<file path="config.mk">
export PLATFORM = sky130hd
export DESIGN_NAME = sd_adder
export DESIGN_NICKNAME = d
export VERILOG_FILES = /design/src/rtl/sd_adder.sv
export SDC_FILE = /design/constraint.sdc
export NUM_CORES = 1
export LEC_CHECK = 0
export CAP_MARGIN = 10
export CELL_PAD_IN_SITES_DETAIL_PLACEMENT = 0
export CELL_PAD_IN_SITES_GLOBAL_PLACEMENT = 1
export CORE_UTILIZATION = 25
export CTS_CLUSTER_DIAMETER = 80
export DETAILED_ROUTE_END_ITERATION = 8
export PLACE_DENSITY = 0.65
export SYNTH_ARGS = -nofsm -noshare
export SYNTH_HDL_FRONTEND = slang
export SYNTH_SLANG_ARGS = --single-unit
</file>
<file path="constraint.sdc">
create_clock -name clk -period 4.35 [get_ports clk]
set_clock_uncertainty 0.05 [all_clocks]
set_input_delay 0.87 -clock clk [delete_from_list [all_inputs] [get_ports clk]]
set_output_delay 0.87 -clock clk [all_outputs]
set_load 0.03 [all_outputs]
</file>
<file path="src/rtl/sd_adder.sv">
module sd_adder #(
  parameter int N = 8
) (
  input  logic           clk,
  input  logic           rst,
  input  logic           in_valid,
  input  logic [3*N-1:0] x_dig,
  input  logic [3*N-1:0] y_dig,
  output logic           out_valid,
  output logic [3*N+2:0] sum_dig,
  output logic           sum_neg,
  output logic           sum_zero
);
  localparam int W = 3 * N;

  logic [W-1:0] xq, yq;
  logic signed [1:0] xfer [0:N];

  always_ff @(posedge clk) begin
    if (rst) begin
      xq <= '0;
      yq <= '0;
      out_valid <= 1'b0;
    end else begin
      out_valid <= in_valid;
      if (in_valid) begin
        xq <= x_dig;
        yq <= y_dig;
      end
    end
  end

  assign xfer[0] = 2'sd0;

  for (genvar gi = 0; gi < N; gi++) begin : g_dig
    logic [2:0] xd, yd;
    logic signed [3:0] t, cout4, cin4, w4, s4;
    assign xd = xq[3*gi +: 3];
    assign yd = yq[3*gi +: 3];
    assign t = $signed({xd[2], xd}) + $signed({yd[2], yd});
    assign xfer[gi+1] = (t >= 4'sd2) ? 2'sd1 : (t <= -4'sd2) ? -2'sd1 : 2'sd0;
    assign cout4 = {{2{xfer[gi+1][1]}}, xfer[gi+1]};
    assign cin4  = {{2{xfer[gi][1]}}, xfer[gi]};
    assign w4 = t - (cout4 <<< 2);
    assign s4 = w4 + cin4;
    assign sum_dig[3*gi +: 3] = s4[2:0];

    p_interim_r6: assert property (@(posedge clk) disable iff (rst)
      (w4 >= -4'sd2) && (w4 <= 4'sd2));
    p_digit_range_r1: assert property (@(posedge clk) disable iff (rst)
      (sum_dig[3*gi +: 3] != 3'b100) && (s4 >= -4'sd3) && (s4 <= 4'sd3));
  end

  assign sum_dig[W +: 3] = {xfer[N][1], xfer[N]};

  always_comb begin
    sum_neg  = 1'b0;
    sum_zero = 1'b1;
    for (int i = N; i >= 0; i--) begin
      if (sum_zero && sum_dig[3*i +: 3] != 3'b000) begin
        sum_neg  = sum_dig[3*i+2];
        sum_zero = 1'b0;
      end
    end
  end

  p_top_range_r7: assert property (@(posedge clk) disable iff (rst)
    sum_dig[W+2] == sum_dig[W+1]);
  p_valid_lat_r3: assert property (@(posedge clk) disable iff (rst)
    ($past(in_valid) && !$past(rst)) |-> out_valid);
  p_hold_r4: assert property (@(posedge clk) disable iff (rst)
    (!$past(in_valid) && !$past(rst)) |-> ($stable(sum_dig) && !out_valid));
  p_reset_r5: assert property (@(posedge clk) disable iff (rst)
    $past(rst) |-> (!out_valid && sum_dig == '0));
  p_flags_r8: assert property (@(posedge clk) disable iff (rst)
    !(sum_neg && sum_zero) && (sum_zero == (sum_dig == '0)));
endmodule

</file>
======== Word level (Yosys, flattened, before mapping) ========
Cells that the tools add are included.
word-level totals
  bits of input ports ..................... 51
  word-level logic and storage cells ...... 93
  output and inout port bits .............. 30
  register bits ........................... 49
cells by class
  $add $sub $neg .......................... 23
  mux-type cells .......................... 34
  reductions and logical operators ........ 17
  $lt $le $gt $ge ......................... 16
operators with widths
  kind                                                               number
  adder 3 x 3 -> 4 bit                                               8
  greater-or-equal comparator 4 x 3 -> 1 bit, second input constant  8
  less-or-equal comparator 4 x 2 -> 1 bit, second input constant     8
  two-way mux 2 bit                                                  16
  nonzero test 3 bit                                                 9
  subtractor 3 bit                                                   8
  adder 3 x 2 -> 3 bit                                               7
  two-way mux 1 bit                                                  18
  logical AND 1 bit                                                  8

======== Depth between registers and ports, before layout ========
  word-level depth ........................ 23
  mapped depth ............................ 16
  gate-level depth less buffers ........... 16

======== Least setup slack after synthesis ========
No wires, ideal clock.
  kind .................................... register to output
  from .................................... reg xq[12]
  to ...................................... out sum_zero
  path buffers ............................ 0
  cell stages (with the launch flop) ...... 14
  data arrival time ....................... 4178 ps
  path slack .............................. -748 ps
  required time ........................... 3430 ps
  cells stage by stage .................... dfxtp_1 > ha_1 > fa_1 > and3b_1 > nor3_1 > nor2_1 > ha_1 > ha_1 > inv_1 > or4b_1 > or3_1 > nor4b_2 > o211ai_1 > nor3_1
between the ends
  longest elaborated chain between the ends .. 18
  elaborated cells between the ends (all ways) .. 22
  those cells by class .................... add/sub (4); order compare (2); mux (8); reduce/logical (8)
ends and longest elaborated chain
  item                                     line  RTL
  start, declared                          16    logic [W-1:0] xq, yq;
  start signal, assigned                   27    xq <= x_dig;
  adder 3 x 3 -> 4 bit *                   40    assign t = $signed({xd[2], xd}) + $signed({yd[2], yd});
  less-or-equal comparator 4 x 2 -> 1 bit  41    assign xfer[gi+1] = (t >= 4'sd2) ? 2'sd1 : (t <= -4'sd2) ? -2'sd1 : 2'sd0;
  two-way mux 2 bit                        41
  two-way mux 2 bit *                      41
  adder 3 x 2 -> 3 bit *                   45    assign s4 = w4 + cin4;
  named net sum_dig[16]                    10    output logic [3*N+2:0] sum_dig,
  nonzero test 3 bit *                     60    if (sum_zero && sum_dig[3*i +: 3] != 3'b000) begin
  logical AND 1 bit *                      60
  [... 3 more ...]                         --
  logical AND 1 bit                        60
  two-way mux 1 bit *                      60
  logical AND 1 bit                        60
  two-way mux 1 bit *                      60
  logical AND 1 bit                        60
  two-way mux 1 bit *                      60
  logical AND 1 bit                        60
  two-way mux 1 bit *                      60
  end, declared                            12    output logic sum_zero
Mark *: on every way through the listed nets, which the timed path passes. The rest lies on a longest branch.

======== Final worst setup path ========
  from .................................... reg yq[12]
  to ...................................... out sum_neg
between the ends
  longest elaborated chain between the ends .. 18
  elaborated cells between the ends (all ways) .. 27
  those cells by class .................... add/sub (4); order compare (2); mux (13); reduce/logical (8)
ends and longest elaborated chain
  item                                                                                              line  RTL
  start, declared                                                                                   16
  start signal, assigned                                                                            28    yq <= y_dig;
  adder 3 x 3 -> 4 bit *                                                                            40
  parallel branches: the longest is 16 deep, another holds less-or-equal comparator 4 x 2 -> 1 bit  --
  two-way mux 1 bit *                                                                               60
  end, declared                                                                                     11    output logic sum_neg,
Every way passes the cells marked *.

==> metrics.md <==
| Metric | Value |
|---|---|
| Status | finished with violations |
| Failing checks | setup timing |
| Yosys reg bits | 49 |
| Drt drc | 0 |
| Most common cell in the netlist | nor2_1 |
| Num ports | 81 |
| H-Tree Depth | 2 |
| Total global routing track utilization | 12.9% |
| Syn avg cell area | 9.53 um^2 |
| Min Tclk post-route | 5190 ps |
| # diodes | 0 |
| P_leak | 2.65 nW |
| Post-route setup TNS | -1640 ps |
| Ys Warns | 0 |
| First-pass GRT wire length | 14900 um |
| DIE AREA | 0.0147 mm^2 |
| Reg2reg path depth | 3 |
| Worst EP required | 3430 ps |
| Cell count of the worst hold path | 2 |
| Peak VDD IR | 0.204 mV |
| RSZ-0062 raised after global routing | yes |
| CTS Buffer Depth | 2 |
| Switching part of the total power | 38.2% |
| Crit path launch type | flop |
| Top post-synthesis cells by area | dfxtp_1 (28%), mux2i_1 (17%), ha_1 (16%) |
| Post-synth top area cell | dfxtp_1 |
| Clock power frac | 19.3% |
| Initial antenna violation count | 0 |
| CTS Buf Count | 5 |
| # hold bufs at CTS | 0 |
| P_int | 1.48 mW |
| Clk_lat worst skew | 300 ps |
| Max cap viols | 0 |
| CTS tree | built |
| HP Class | reg2reg |
| Post-DP HPWL | 7010 um |
| Slack of the critical path | -837 ps |
| Via Count | 3058 |
| Area grow syn2layout | 56.2% |
| Vias per cell | 4.33 |
| Final hold violations | 0 |
| Grt ovf | 0 |
| Number of distinct library cells after synthesis | 52 |
| DRT Pass-1 Iters | 4 |
| Post-Syn Instances | 374 |
| Power per Cell Area | 430 mW/mm^2 |
| Fraction of layout cells with a size suffix above 1 | 28.7% |
| Die width | 121 um |
| Clock Tree Root | clkbuf_16 |
| Setup-failing EPs final | 2 |
| # nets final | 629 |
| Area after DPL | 0.00512 mm^2 |
| Per-cell routed wire length | 12.7 um |
| Core area | 0.0139 mm^2 |
| Chip height | 121 um |
| Final instance area | 0.00557 mm^2 |
| Largest net degree at the start of global routing | 50 |
| Port Buffers | 80 |
| Aggregate routed wire length | 8950 um |
| Crit Path Class | reg2out |
| Measured slew at the worst slew-check pin | 907 ps |
| FP Rows | 43 |
| Share of the synthesized area in the top cell type | 27.5% |
| Placer Congestion | 0.774 |
| Number of synthesized flops with an enable pin | 0 |
| Seq/Total Area, Yosys | 27.5% |
| Final Cycle Share | 119% |
| Max Transition Viols Final | 0 |
| Initial drt markers | 85 |
| Top cells by count, synth | nor2_1 (63), mux2i_1 (59), dfxtp_1 (49), ha_1 (45), inv_1 (29) |
| Post-DRT Antenna Nets | 0 |
| Hold WS | 456 ps |
| Comb power frac | 60.0% |
| Syn_nets | 478 |
| Clock transition at the registers of the reported paths | 60 ps |
| CTS sink cnt | 49 |
| Worst-path fanout max | 5 |
| Initial Util | 25.7% |
| Register share of total power | 20.8% |
| Main synth FF type | dfxtp_1 |
| Pwr Total | 2.40 mW |
| Vias in the first global route | 3216 |
| CP Capture Type | output pin |
| Netlist Area Pre-Place | 0.00357 mm^2 |
| Sw Pwr | 0.916 mW |
| Post-synthesis async set-or-reset flop share | 0% |
| Max frequency | 193 MHz |
| Slew HR | 38.6% |
| CP arrival | 4270 ps |
## critical path, cell delays in order (launching register included)
cell	delay (ps)
dfxtp_2	330
ha_4	160
fa_2	590
inv_2	50
o2111a_1	160
a211oi_4	250
ha_2	210
inv_2	40
ha_4	250
inv_2	30
or4b_4	480
or3_4	420
nor4b_4	260
o211ai_1	180
o31ai_1	280
o21ai_2	120
buf_6	150
## cells by family after synthesis
kind of cell | after synthesis | share of synthesized area [%]
mux | 60 | 16.9
simple gates | 111 | 15.2
buf+inv | 41 | 4.42
flops | 49 | 27.5
compound gates | 33 | 7.12
fa+ha+maj | 53 | 20.3
xor+xnor | 27 | 8.60
## worst paths after layout
check	from	endpoint	slack [ps]
setup reg to reg	yq[19]	yq[19]	3490
hold reg to reg	xq[18]	xq[18]	460
hold / removal	xq[18]	xq[18]	460
setup / recovery	yq[12]	sum_neg	-840
## through the flow
step	setup slack (ps)	utilization [%]	cells
final	-837	40.1	706
after CTS	-815	39.3	705
after global placement	-521	36.9	687
after detailed placement	-690	36.9	687
after floorplan	-428	-	374
after global routing	-1010	40.1	706
## cells in the final DEF (no fill, tap or decap), types with 6 or more instances in the layout
cell	Yosys	layout
nor2_1	63	62
nand2b_1	6	6
clkdlybuf4s50_1	0	68
buf_4	1	75
dfxtp_2	0	6
xnor2_1	13	10
ha_1	45	33
ha_4	0	8
dfxtp_1	49	43
mux2i_1	59	59
inv_2	0	6
inv_1	29	23
## layout make-up
cell class                 instances  area, um^2
fill                            1389        8310
multi-input combinational        284        2710
timing repair buffer             156        1370
sequential                        49         988
tap                              180         225
clock buffer                       7         143
inverter                          29         109
clock inverter                     1        30.0
## metal layers
metal | global-route usage, % | wire length [um]
met4 | 5.79 | 170
met3 | 2.58 | 357
met5 | 0 | 0
met2 | 21.3 | 4260
met1 | 16.2 | 4160
## power groups by stage
stage	Sequential [mW]	Clock (mW)	Combinational (mW)
3_3_place_gp	0.506	0	1.34
6_report	0.498	0.462	1.44
3_5_place_dp	0.508	0	1.36
4_1_cts	0.498	0.483	1.41
5_1_grt	0.502	0.496	1.56
2_1_floorplan	0.503	0	0.778
## what timing repair did
item,in CTS,in global routing
setup endpoints to repair,9,8
setup buffers,10,5
pin swaps,16,12
resized for setup,30,27
## flip-flops by register name (all words and copies together) (netlist names)
signal / count
out_valid: 1
yq: 24
xq: 24
Note: power is estimated with default switching activity, not from simulation.
